### src/rtl/can_mode_pkg.sv
package can_mode_pkg;
    typedef enum logic [1:0] {
        ST_INIT   = 2'd0,
        ST_SLEEP  = 2'd1,
        ST_SYNC   = 2'd2,
        ST_NORMAL = 2'd3
    } node_state_e;
endpackage

### src/rtl/can_wake_det.sv
module can_wake_det (
    input  logic clk,
    input  logic rst_n,
    input  logic bus_rx,
    input  logic asleep,
    input  logic req_init,
    input  logic req_sleep,
    output logic wake_pulse,
    output logic sleep_eff
);
    logic rx_q;
    logic wake_hold;

    assign wake_pulse = asleep & rx_q & ~bus_rx;
    assign sleep_eff  = req_sleep & ~wake_hold;

    always_ff @(posedge clk or negedge rst_n) begin
        if (!rst_n) begin
            rx_q      <= 1'b1;
            wake_hold <= 1'b0;
        end else begin
            rx_q <= bus_rx;
            if (!req_sleep)
                wake_hold <= 1'b0;
            else if (wake_pulse && !req_init)
                wake_hold <= 1'b1;
        end
    end
endmodule

### src/rtl/can_mode_fsm.sv
module can_mode_fsm
    import can_mode_pkg::*;
#(
    parameter int SYNC_BITS = 11
) (
    input  logic        clk,
    input  logic        rst_n,
    input  logic        bit_tick,
    input  logic        rx_view,
    input  logic        req_init,
    input  logic        sleep_eff,
    input  logic        wake_pulse,
    input  logic        req_sleep,
    output node_state_e state
);
    localparam int CNT_W = $clog2(SYNC_BITS + 1);
    localparam logic [CNT_W-1:0] LAST = CNT_W'(SYNC_BITS - 1);

    node_state_e      state_nx;
    logic [CNT_W-1:0] rec_cnt;
    logic             run_done;

    assign run_done = bit_tick && rx_view && (rec_cnt == LAST);

    always_comb begin
        state_nx = state;
        unique case (state)
            ST_INIT: begin
                if (!req_init) state_nx = sleep_eff ? ST_SLEEP : ST_SYNC;
            end
            ST_SLEEP: begin
                if (req_init)                     state_nx = ST_INIT;
                else if (!req_sleep || wake_pulse) state_nx = ST_SYNC;
            end
            ST_SYNC: begin
                if (req_init)       state_nx = ST_INIT;
                else if (sleep_eff) state_nx = ST_SLEEP;
                else if (run_done)  state_nx = ST_NORMAL;
            end
            ST_NORMAL: begin
                if (req_init)       state_nx = ST_INIT;
                else if (sleep_eff) state_nx = ST_SLEEP;
            end
        endcase
    end

    always_ff @(posedge clk or negedge rst_n) begin
        if (!rst_n) begin
            state   <= ST_INIT;
            rec_cnt <= '0;
        end else begin
            state <= state_nx;
            if (state != ST_SYNC)
                rec_cnt <= '0;
            else if (bit_tick)
                rec_cnt <= rx_view ? rec_cnt + 1'b1 : '0;
        end
    end


    init_prio_chk: assert property (@(posedge clk) disable iff (!rst_n)
        req_init |=> state == ST_INIT);


    sync_entry_chk: assert property (@(posedge clk) disable iff (!rst_n)
        (state == ST_NORMAL && $past(state) != ST_NORMAL) |->
            ($past(state) == ST_SYNC && $past(rec_cnt) == LAST && $past(rx_view)));


    bus_wake_chk: assert property (@(posedge clk) disable iff (!rst_n)
        (state == ST_SLEEP && wake_pulse && !req_init) |=> state == ST_SYNC);
endmodule

### src/rtl/can_path_mux.sv
module can_path_mux
    import can_mode_pkg::*;
(
    input  node_state_e state,
    input  logic        cfg_silent,
    input  logic        cfg_loopback,
    input  logic        bus_rx,
    input  logic        core_tx,
    output logic        bus_tx,
    output logic        core_rx,
    output logic        inhibit
);
    logic on_bus;
    logic active;

    assign active = (state == ST_SYNC) || (state == ST_NORMAL);
    assign on_bus = (state == ST_NORMAL) && !cfg_silent;

    always_comb begin
        bus_tx  = on_bus ? core_tx : 1'b1;
        inhibit = !on_bus;
        if (!active)
            core_rx = 1'b1;
        else
            core_rx = cfg_loopback ? core_tx : bus_rx;
    end
endmodule

### src/rtl/can_mode_seq.sv
module can_mode_seq
    import can_mode_pkg::*;
#(
    parameter int SYNC_BITS = 11
) (
    input  logic clk,
    input  logic rst_n,
    input  logic bit_tick,
    input  logic req_init,
    input  logic req_sleep,
    input  logic cfg_silent,
    input  logic cfg_loopback,
    input  logic bus_rx,
    input  logic core_tx,
    output logic bus_tx,
    output logic core_rx,
    output logic core_clk_en,
    output logic ack_inhibit,
    output logic errframe_inhibit,
    output logic stat_init,
    output logic stat_sleep,
    output logic stat_normal
);
    node_state_e state;
    logic        wake_pulse;
    logic        sleep_eff;
    logic        inhibit;

    can_wake_det u_wake (
        .clk        (clk),
        .rst_n      (rst_n),
        .bus_rx     (bus_rx),
        .asleep     (state == ST_SLEEP),
        .req_init   (req_init),
        .req_sleep  (req_sleep),
        .wake_pulse (wake_pulse),
        .sleep_eff  (sleep_eff)
    );

    can_mode_fsm #(.SYNC_BITS(SYNC_BITS)) u_fsm (
        .clk        (clk),
        .rst_n      (rst_n),
        .bit_tick   (bit_tick),
        .rx_view    (core_rx),
        .req_init   (req_init),
        .sleep_eff  (sleep_eff),
        .wake_pulse (wake_pulse),
        .req_sleep  (req_sleep),
        .state      (state)
    );

    can_path_mux u_mux (
        .state        (state),
        .cfg_silent   (cfg_silent),
        .cfg_loopback (cfg_loopback),
        .bus_rx       (bus_rx),
        .core_tx      (core_tx),
        .bus_tx       (bus_tx),
        .core_rx      (core_rx),
        .inhibit      (inhibit)
    );

    always_comb begin
        core_clk_en      = (state != ST_SLEEP);
        ack_inhibit      = inhibit;
        errframe_inhibit = inhibit;
        stat_init        = (state == ST_INIT);
        stat_sleep       = (state == ST_SLEEP);
        stat_normal      = (state == ST_NORMAL);
    end


    silent_pin_chk: assert property (@(posedge clk) disable iff (!rst_n)
        cfg_silent |-> (bus_tx && ack_inhibit && errframe_inhibit));


    loop_route_chk: assert property (@(posedge clk) disable iff (!rst_n)
        (cfg_loopback && (stat_normal || (!stat_init && !stat_sleep))) |-> core_rx == core_tx);


    sleep_gate_chk: assert property (@(posedge clk) disable iff (!rst_n)
        $onehot0({stat_init, stat_sleep, stat_normal}) && (stat_sleep == !core_clk_en));
endmodule

### config.mk
export PLATFORM = sky130hd
export DESIGN_NAME = can_mode_seq
export DESIGN_NICKNAME = d
export VERILOG_FILES = /design/src/rtl/can_mode_pkg.sv /design/src/rtl/can_wake_det.sv /design/src/rtl/can_mode_fsm.sv /design/src/rtl/can_path_mux.sv /design/src/rtl/can_mode_seq.sv
export SDC_FILE = /design/constraint.sdc
export NUM_CORES = 1
export LEC_CHECK = 0
export BUFFER_PORTS_ARGS = -buffer_cell sky130_fd_sc_hd__buf_2
export CAP_MARGIN = 20
export CORE_UTILIZATION = 35
export DETAILED_ROUTE_END_ITERATION = 6
export PLACE_DENSITY = 0.66
export SYNTH_ARGS = -nofsm -noshare
export SYNTH_HDL_FRONTEND = slang
export SYNTH_SLANG_ARGS = --single-unit
### constraint.sdc
create_clock -name clk -period 1.1 [get_ports clk]
set_input_delay 0.11 -clock clk [delete_from_list [all_inputs] [get_ports clk]]
set_output_delay 0.11 -clock clk [all_outputs]
set_load 0.01 [all_outputs]
**Word level (Yosys, flattened, before mapping)**

Index checks and enable logic that the tools add are counted.

- Bits in registers: 8

- Add/sub/neg operators: 1
- Equality and inequality tests: 11
- Muxes and demuxes: 18
- Bitwise operators: 5
- Reductions and logical operators: 13

Operators with widths:

| operator | number |
|---|---|
| 2-bit 2-to-1 mux | 9 |
| 4-bit 2-to-1 mux | 3 |
| 2-bit case mux with 4 select lines | 1 |
| 3-bit by 2-bit != test with 1-bit output, second input constant | 2 |
| 1-bit 2-to-1 mux | 5 |
| 4-bit by 1-bit adder with 4-bit output, second input constant | 1 |
| 2-bit == test, second input constant | 2 |
| 4-bit == test, second input constant | 1 |
| 1-bit logical AND | 4 |
| 1-bit zero test | 4 |
| 2-bit by 1-bit != test with 1-bit output, second input constant | 2 |
| 2-bit != test, second input constant | 2 |
| 4-bit by 2-bit != test with 1-bit output, second input constant | 1 |
| 4-bit AND reduction | 1 |
| 1-bit bitwise AND | 3 |
| 2-bit by 1-bit == test with 1-bit output, second input constant | 1 |
| 2-bit zero test | 1 |
| 1-bit logical OR | 2 |
| 1-bit NOT | 2 |
| 2-bit nonzero test | 1 |

**Longest topological paths before layout**

Gate-level depths: netlist (run 1).

- Word-level depth: 9
- Gate-level depth with buffers: 5
- Mapped depth without buffers: 5

**Hierarchy**

A second synthesis (run 1) with hierarchy kept.

- Cell total of the unflattened synthesis: 51
- Area total of the unflattened synthesis: 489.2 sq um

Modules (own cells, without submodules):

| module | times used | cells an instance | area each (sq um) | seq. area each (sq um) |
|---|---|---|---|---|
| can_mode_fsm | 1 | 34 | 332.8 | 150.1 |
| can_wake_det | 1 | 8 | 86.3 | 51.3 |
| can_path_mux | 1 | 4 | 40.0 | 0.0 |
| can_mode_seq | 1 | 5 | 30.0 | 0.0 |

**Worst setup path after synthesis (run 1)**

OpenSTA, ideal clock, no wires.

- Path type: register to output
- Start point: register u_fsm.state[1]
- End point: output bus_tx
- Arrival: 1079 ps
- Required time: 990 ps
- Path slack: -89 ps
- Stages on the path, launching flop included: 4
- Buffers on the path: 0
- Path through: dfrtp_1 and2_1 nand2b_1 or2_2

- Word-level cells in the longest chain between the ends: 3

RTL lines:

| what | line | RTL |
|---|---|---|
| start: declaration | can_mode_fsm.sv:14 | `output node_state_e state` |
| start signal: assignment | can_mode_fsm.sv:52 | `state <= state_nx;` |
| 2-bit == test | -- |  |
| via stat_normal | can_mode_seq.sv:22 | `output logic stat_normal` |
| 1-bit logical AND | can_path_mux.sv:17 | `assign on_bus = (state == ST_NORMAL) && !cfg_silent;` |
| 1-bit 2-to-1 mux | can_path_mux.sv:20 | `bus_tx = on_bus ? core_tx : 1'b1;` |
| end: declaration | can_mode_seq.sv:15 | `output logic bus_tx,` |

The timed path passes the listed nets, and every way through them passes these cells.

**Worst setup path in the final report (run 1)**

- Start point: register u_fsm.state[1]
- End point: output bus_tx

- Word-level cells in the longest chain between the ends: 3

RTL lines:

| what | line |
|---|---|
| 2-bit == test | can_path_mux.sv:17 |
| 1-bit logical AND | can_path_mux.sv:17 |
| 1-bit 2-to-1 mux | can_path_mux.sv:20 |

Every way passes these cells.

==> impl_metrics.tcl, run 1 <==
set metrics [dict create \
    start_util 0.379 \
    grt_pass1_wl_mm 1.73 \
    fin_skew_ns 0.00762 \
    dieArea_mm2 0.00158 \
    switchingPower_uw 190 \
    fin_nets 95 \
    drtAntennaViolNets 0 \
    cp_data_required_time_ns 0.99 \
    hold_viol_final 0 \
    globalRouteTotalUtil 0.168 \
    worst-slew-pin-transition_ns 0.283 \
    place_congestion 0.778 \
    path_delay_family "simple AND/OR/NAND/NOR gates" \
    postPlaceCellArea_um2 633 \
    p_clk_frac 0.318 \
    multiInputGateArea_um2 370 \
    finalCriticalPeriod_ns 1.33 \
    fmax_ghz 0.752 \
    ys_seq_area_frac 0.404 \
    cap_violations 0 \
    io_pins 17 \
    core_area_mm2 0.00132 \
    powerDensity_mw_per_mm2 873 \
    p_leak_nw 0.376 \
    vias_per_cell 5.04 \
    grt_start_max_net_pins 9 \
    num_rows 13 \
    max_stage_delay_ns 0.40 \
    fin_crit_sh 1.21 \
    critPathBufInv 1 \
    syn_nets 62 \
    synthFlopType "dfrtp_1" \
    initialDrtViolationCount 1 \
    antenna_found_initial 0 \
    violations "setup timing" \
    cp-end-kind "output port" \
    die-width_um 39.8 \
    slew_headroom 0.806 \
    routedWlPerCell_um 13.4 \
    status "finished with violations" \
    cts.sinks 8 \
    drv_slew 0 \
    ys_warn_count 0 \
    syn_area_per_cell_um2 9.79 \
    netlist_area_um2 499 \
    vias 494 \
    worst-setup-path-type "reg -> out" \
    die_h_um 39.8 \
    worst_slack_ns -0.229 \
    final_cells 98 \
    yosysUniqueCellTypes 28 \
    post-synth-top-count-cell "dfrtp_1" \
    synth_edf_count 0 \
    cts_tree "built" \
    yosys.area.top_type "dfrtp_1" \
    setup_viol 11 \
    post-route-drc-count 0 \
    port_buffers 16 \
    area.growth.synth_to_final_pct 68.7 \
    worst_setup_path_start_kind "flip-flop" \
    arrival_ns 1.22 \
    synth_cells 51 \
    cts-htree-levels 1 \
    intPower_uw 545 \
    async_flop_share 1.00 \
    grt-ovfl-total 0 \
    num_antenna_cells 0 \
    cts_root_buffer "clkbuf_4" \
    pwr-share-comb 0.254 \
    grt_pass1_vias 437 \
    ir_drop_mv 0.614 \
    insertion_delay_ns 0.25 \
    wirelength_mm 1.31 \
    cts_buffers 3 \
    postLayoutCellArea_um2 842 \
    dp_hpwl_um 783 \
    synth.ff_latch_count 8 \
    synth.top_cell.area_share 0.351 \
    critPathMaxFanout 4 \
    fill_cells 98 \
    slowest_stage "dfrtp_1" \
    ctsLongestPathBuffers 2 \
    synth_area_leaders "dfrtp_1, a21oi_1, dfstp_2" \
    yosys-top-cells-count "dfrtp_1, a21oi_1, nand2b_1" \
    cp_cell_sequence "and2_4 > nand2b_4 > or2_4 > buf_6" \
    hold_class "in -> reg" \
    drive_above_1_share 0.639 \
    clk_pin_slew_ns 0.05 \
    register_area_um2 203 \
    dp_cells 85 \
    drtPass1Iterations 2 \
    switching_share 0.258 \
    pwr-share-seq 0.428 \
    rsz0062_at_grt "true" \
]
-- layout by cell type, fill, tap and decap left out, drive strengths merged --
cell type	synthesis	routed
a21boi	1	1
a21oi	6	6
a31o	1	1
a32o	1	1
and2	2	2
and2b	1	1
and4bb	1	1
buf	1	27
clkbuf	0	4
dfrtp	7	7
dfstp	1	1
dlygate4sd3	0	2
ha	2	2
inv	3	3
mux2	1	1
mux2i	1	1
nand2	2	2
nand2b	4	4
nand3	2	2
nand3b	2	2
nand4b	1	1
nor2	1	1
nor2b	3	3
nor3	1	1
nor3b	1	1
o21ai	1	1
o2bb2ai	1	1
o311a	1	1
or2	1	1
or2b	1	1
-- cell families (layout without fill, tap and decap cells) --
| logic type | Yosys count | count (layout) | share of synthesized area |
|---|---|---|---|
| adder cells (fa/ha/maj) | 2 | 2 | 0.0501 |
| buffers and inverters | 4 | 36 | 0.0376 |
| AND/OR/NAND/NOR | 23 | 23 | 0.298 |
| AO/OA/AOI/OAI | 12 | 12 | 0.160 |
| multiplexers | 2 | 2 | 0.0501 |
| flip-flops | 8 | 8 | 0.404 |
-- repair_timing --
| action | CTS | global route |
|---|---|---|
| hold endpoints to repair | 9 | 0 |
| gates cloned | 0 | 0 |
| hold buffers | 2 | 0 |
| setup endpoints to repair | 10 | 13 |
| setup buffers | 4 | 3 |
| pin swaps | 4 | 3 |
| resized for setup | 7 | 19 |
-- worst reg2reg max path, stage by stage, from the launching register on --
cell and delay, ns:
dfrtp_1 0.39, inv_2 0.07, ha_4 0.15, nand4b_1 0.12, a21oi_2 0.04, o311a_1 0.35
-- worst paths after layout --
check                            startpoint          endpoint  slack [ns]  cells past startpoint
max                          u_fsm.state[1]            bus_tx       -0.23                      4
min                                req_init    u_fsm.state[1]        0.02                      2
max reg2reg                u_fsm.rec_cnt[0]    u_fsm.state[0]       -0.15                      5
min reg2reg                u_wake.wake_hold  u_wake.wake_hold        0.59                      2
max in group asynchronous             rst_n       u_wake.rx_q        0.64                      2
min in group asynchronous             rst_n  u_fsm.rec_cnt[0]        0.22                      2
-- power by group through the flow --
stage	Sequential (mW)	Clock [mW]	Combinational (mW)
global route	0.315	0.262	0.202
finish	0.314	0.234	0.187
detailed placement	0.321	0	0.123
global placement	0.321	0	0.122
floorplan	0.320	0	0.0622
CTS	0.313	0.240	0.155
-- layer usage --
layer / global-route usage / share of wire
met2: 0.316 / 0.57
met5: 0 / 0
met4: 0.0776 / 0.014
met1: 0.182 / 0.40
met3: 0.0170 / 0.014
-- registers in the layout, summed over array words and instances (netlist names) --
register	cells
u_wake.wake_hold	1
u_fsm.rec_cnt	4
u_wake.rx_q	1
u_fsm.state	2
-- final cells by class --
class | instances | share of cell area
inverter | 3 | 0.0134
tap | 15 | 0.0223
sequential | 8 | 0.241
timing repair buffer | 29 | 0.253
clock buffer | 4 | 0.0312
multi-input combinational | 39 | 0.440
-- per-stage QoR --
step | utilization | hold WS [ns] | worst slack, ns | TNS (ns) | total power, mW
5_1_grt | 0.639 | 0.0132 | -0.273 | -2.03 | 0.779
3_5_place_dp | 0.481 | -0.0469 | -0.0770 | -0.137 | 0.444
6_report | 0.639 | 0.0167 | -0.229 | -1.48 | 0.735
4_1_cts | 0.563 | 0.0153 | -0.222 | -0.984 | 0.707
2_1_floorplan | - | -0.186 | -0.00747 | -0.0107 | 0.383
3_3_place_gp | 0.481 | -0.0446 | -0.0250 | -0.0427 | 0.443
(Power assumes the default switching activity.)
==> inputs of run 2 (changes only) <==
Settings changed: ABC_AREA set to 1, CORE_AREA set to 2 2 39 41, CORE_UTILIZATION 35 to not set, DIE_AREA set to 0 0 41 43, PLACE_DENSITY 0.66 to 0.73, REMOVE_ABC_BUFFERS set to 1.
==> run 2 against run 1 <==
The flow still finishes with violations (setup timing). Clock skew is 0.0057 ns lower. Largest cell class unchanged. First-iteration DRC count grew to 6.0 times the previous value. Utilization is 0.28 points higher. Via count is 21% higher. Critical path depth stayed put. Clock power hardly changed. Cell area is 5.5% higher. Wire length is 3.4% higher.
==> impl_metrics.tcl, run 2 <==
set metrics [dict create \
    fin_crit_sh 1.25 \
    rsz0062_at_grt "true" \
    totalPowerFinal_mw 1.62 \
    drive_above_1_share 0.482 \
    num_rows 14 \
    port_buffers 16 \
    ys_warn_count 0 \
    p_leak_nw 0.448 \
    ir_drop_mv 0.756 \
    min_path_cells 3 \
    cts_tree "built" \
    async_flop_share 1.00 \
    cap_violations 0 \
    regMostFlops "u_fsm.rec_cnt" \
    cts_root_buffer "clkbuf_4" \
    grt-ovfl-total 0 \
    ys_seq_area_frac 0.379 \
    die-width_um 41 \
    post-route-drc-count 0 \
    worst-slew-pin-transition_ns 0.183 \
    grt_start_max_net_pins 9 \
    postPlaceCellArea_um2 677 \
    layout_commonest_cell "nand2_1" \
    yosys-top-cells-count "nand2_1, inv_1, nor2_1" \
    area.growth.synth_to_final_pct 67.1 \
    whs_ns 0.0855 \
    grt_pass1_vias 562 \
    wirelength_mm 1.36 \
    synthFlopType "dfrtp_1" \
    yosysUniqueCellTypes 19 \
    postLayoutCellArea_um2 888 \
    slowest_stage "dfrtp_1" \
    io_pins 17 \
    fin_nets 122 \
    arrival_ns 1.26 \
    max_stage_delay_ns 0.37 \
    synth_edf_count 0 \
    globalRouteTotalUtil 0.170 \
    largest_reg_flops 4 \
    ctsLongestPathBuffers 2 \
    path_delay_family "simple AND/OR/NAND/NOR gates" \
    cp_cell_sequence "nand2_2 > or2_4 > or2_1 > buf_2" \
    fin_skew_ns 0.00190 \
    start_util 0.384 \
    dp_cells 114 \
    core_area_mm2 0.00138 \
    synth.top_cell.area_share 0.329 \
    synth.ff_latch_count 8 \
    routedWlPerCell_um 10.8 \
    critPathMaxFanout 2 \
    cts.sinks 8 \
    setup_viol 15 \
    synth_area_leaders "dfrtp_1, nand2_1, inv_1" \
    place_congestion 0.782 \
    r2r_slack_ns -0.21 \
    preCtsSetupSlack_ns -0.0762 \
    slew_headroom 0.878 \
    cp_data_required_time_ns 0.99 \
    grt_pass1_wl_mm 2.04 \
    violations "setup timing" \
    synth_cells 76 \
    hold_class "in -> reg" \
    fmax_ghz 0.728 \
    finalCriticalPeriod_ns 1.37 \
    multiInputGateArea_um2 345 \
    drtAntennaViolNets 0 \
    insertion_delay_ns 0.25 \
    finish.utilization 0.642 \
    yosys.area.top_type "dfrtp_1" \
    fin_setup_tns_ns -2.21 \
    die_h_um 43 \
    final_cells 126 \
    drv_slew 0 \
    syn_area_per_cell_um2 7.00 \
    initialDrtViolationCount 6 \
    r2r_end "u_fsm.rec_cnt[2]" \
    cts_buffers 3 \
    cp-end-kind "output port" \
    critPathLaunch "u_fsm.state[1]" \
    mostFrequentLayoutCells "nand2_1, inv_1, buf_2" \
    fill_cells 117 \
    dp_hpwl_um 912 \
    post-synth-top-count-cell "nand2_1" \
    vias 600 \
    hold_start "req_sleep" \
    cts-htree-levels 1 \
    vias_per_cell 4.76 \
    worst-setup-path-type "reg -> out" \
    hold_end "u_wake.wake_hold" \
    critPathBufInv 1 \
    dieArea_mm2 0.00176 \
    status "finished with violations" \
    antenna_found_initial 0 \
    worst_setup_path_start_kind "flip-flop" \
    drtPass1Iterations 4 \
    powerDensity_mw_per_mm2 1820 \
    num_antenna_cells 0 \
    regToRegStartpoint "u_fsm.state[0]" \
    register_area_um2 201 \
    r2r_cells 7 \
    netlist_area_um2 532 \
    reg_top3 "u_fsm.rec_cnt x4, u_fsm.state x2" \
    clk_pin_slew_ns 0.05 \
    worst_slack_ns -0.274 \
    hold_viol_final 0 \
]
## run 2: worst max-delay path by stage
| stage | to | cells past startpoint |
|---|---|---|
| 2_1_floorplan | bus_tx | 3 |
| 6_report | bus_tx | 4 |
| 3_5_place_dp | u_fsm.state[0] | 6 |
| 3_3_place_gp | u_fsm.rec_cnt[2] | 6 |
| 5_1_grt | bus_tx | 4 |
| 4_1_cts | bus_tx | 4 |
## run 2: worst min-delay path, stage by stage
cell,delay (ns)
buf_2,0.11
inv_1,0.04
nor2_1,0.03
## run 2: logic make-up (layout without fill, tap and decap cells)
kind of cell	after synthesis	in the layout	share of synthesized area
and+or+nand+nor	40	40	0.344
buffers and inverters	15	49	0.113
AOI/OAI and AO/OA	10	10	0.101
DFF	8	8	0.379
adders and majority gates	2	2	0.0471
xor gates and xnor gates	1	1	0.0165
## run 2: cell type report
class | count | area share
Clock buffer | 4 | 0.0296
Inverter | 14 | 0.0620
Multi-Input combinational cell | 53 | 0.389
Sequential cell | 8 | 0.227
Tap cell | 16 | 0.0225
Timing Repair Buffer | 31 | 0.270
## run 2: power by group
| part | total, mW | switching (mW) | leakage, nW | internal (mW) |
|---|---|---|---|---|
| combinational | 1.00 | 0.511 | 0.328 | 0.493 |
| clock | 0.235 | 0.0966 | 0.0150 | 0.139 |
| sequential | 0.377 | 0.0343 | 0.105 | 0.343 |
| total | 1.62 | 0.642 | 0.448 | 0.974 |
## run 2: repair_timing
action / CTS / global route
hold buffers: 2 / 0
setup endpoints to repair: 13 / 15
pin swaps: 9 / 8
hold endpoints to repair: 9 / 0
setup buffers: 4 / 2
cloned: 0 / 0
resized for setup: 19 / 14
## run 2: metal layers
metal / global-route usage / vias to the layer above / wire (um)
li1: - / 306 / -
met1: 0.193 / 280 / 584
met2: 0.297 / 14 / 716
met3: 0.0157 / 0 / 54
met4: 0.0800 / 0 / 0
met5: 0 / - / 0
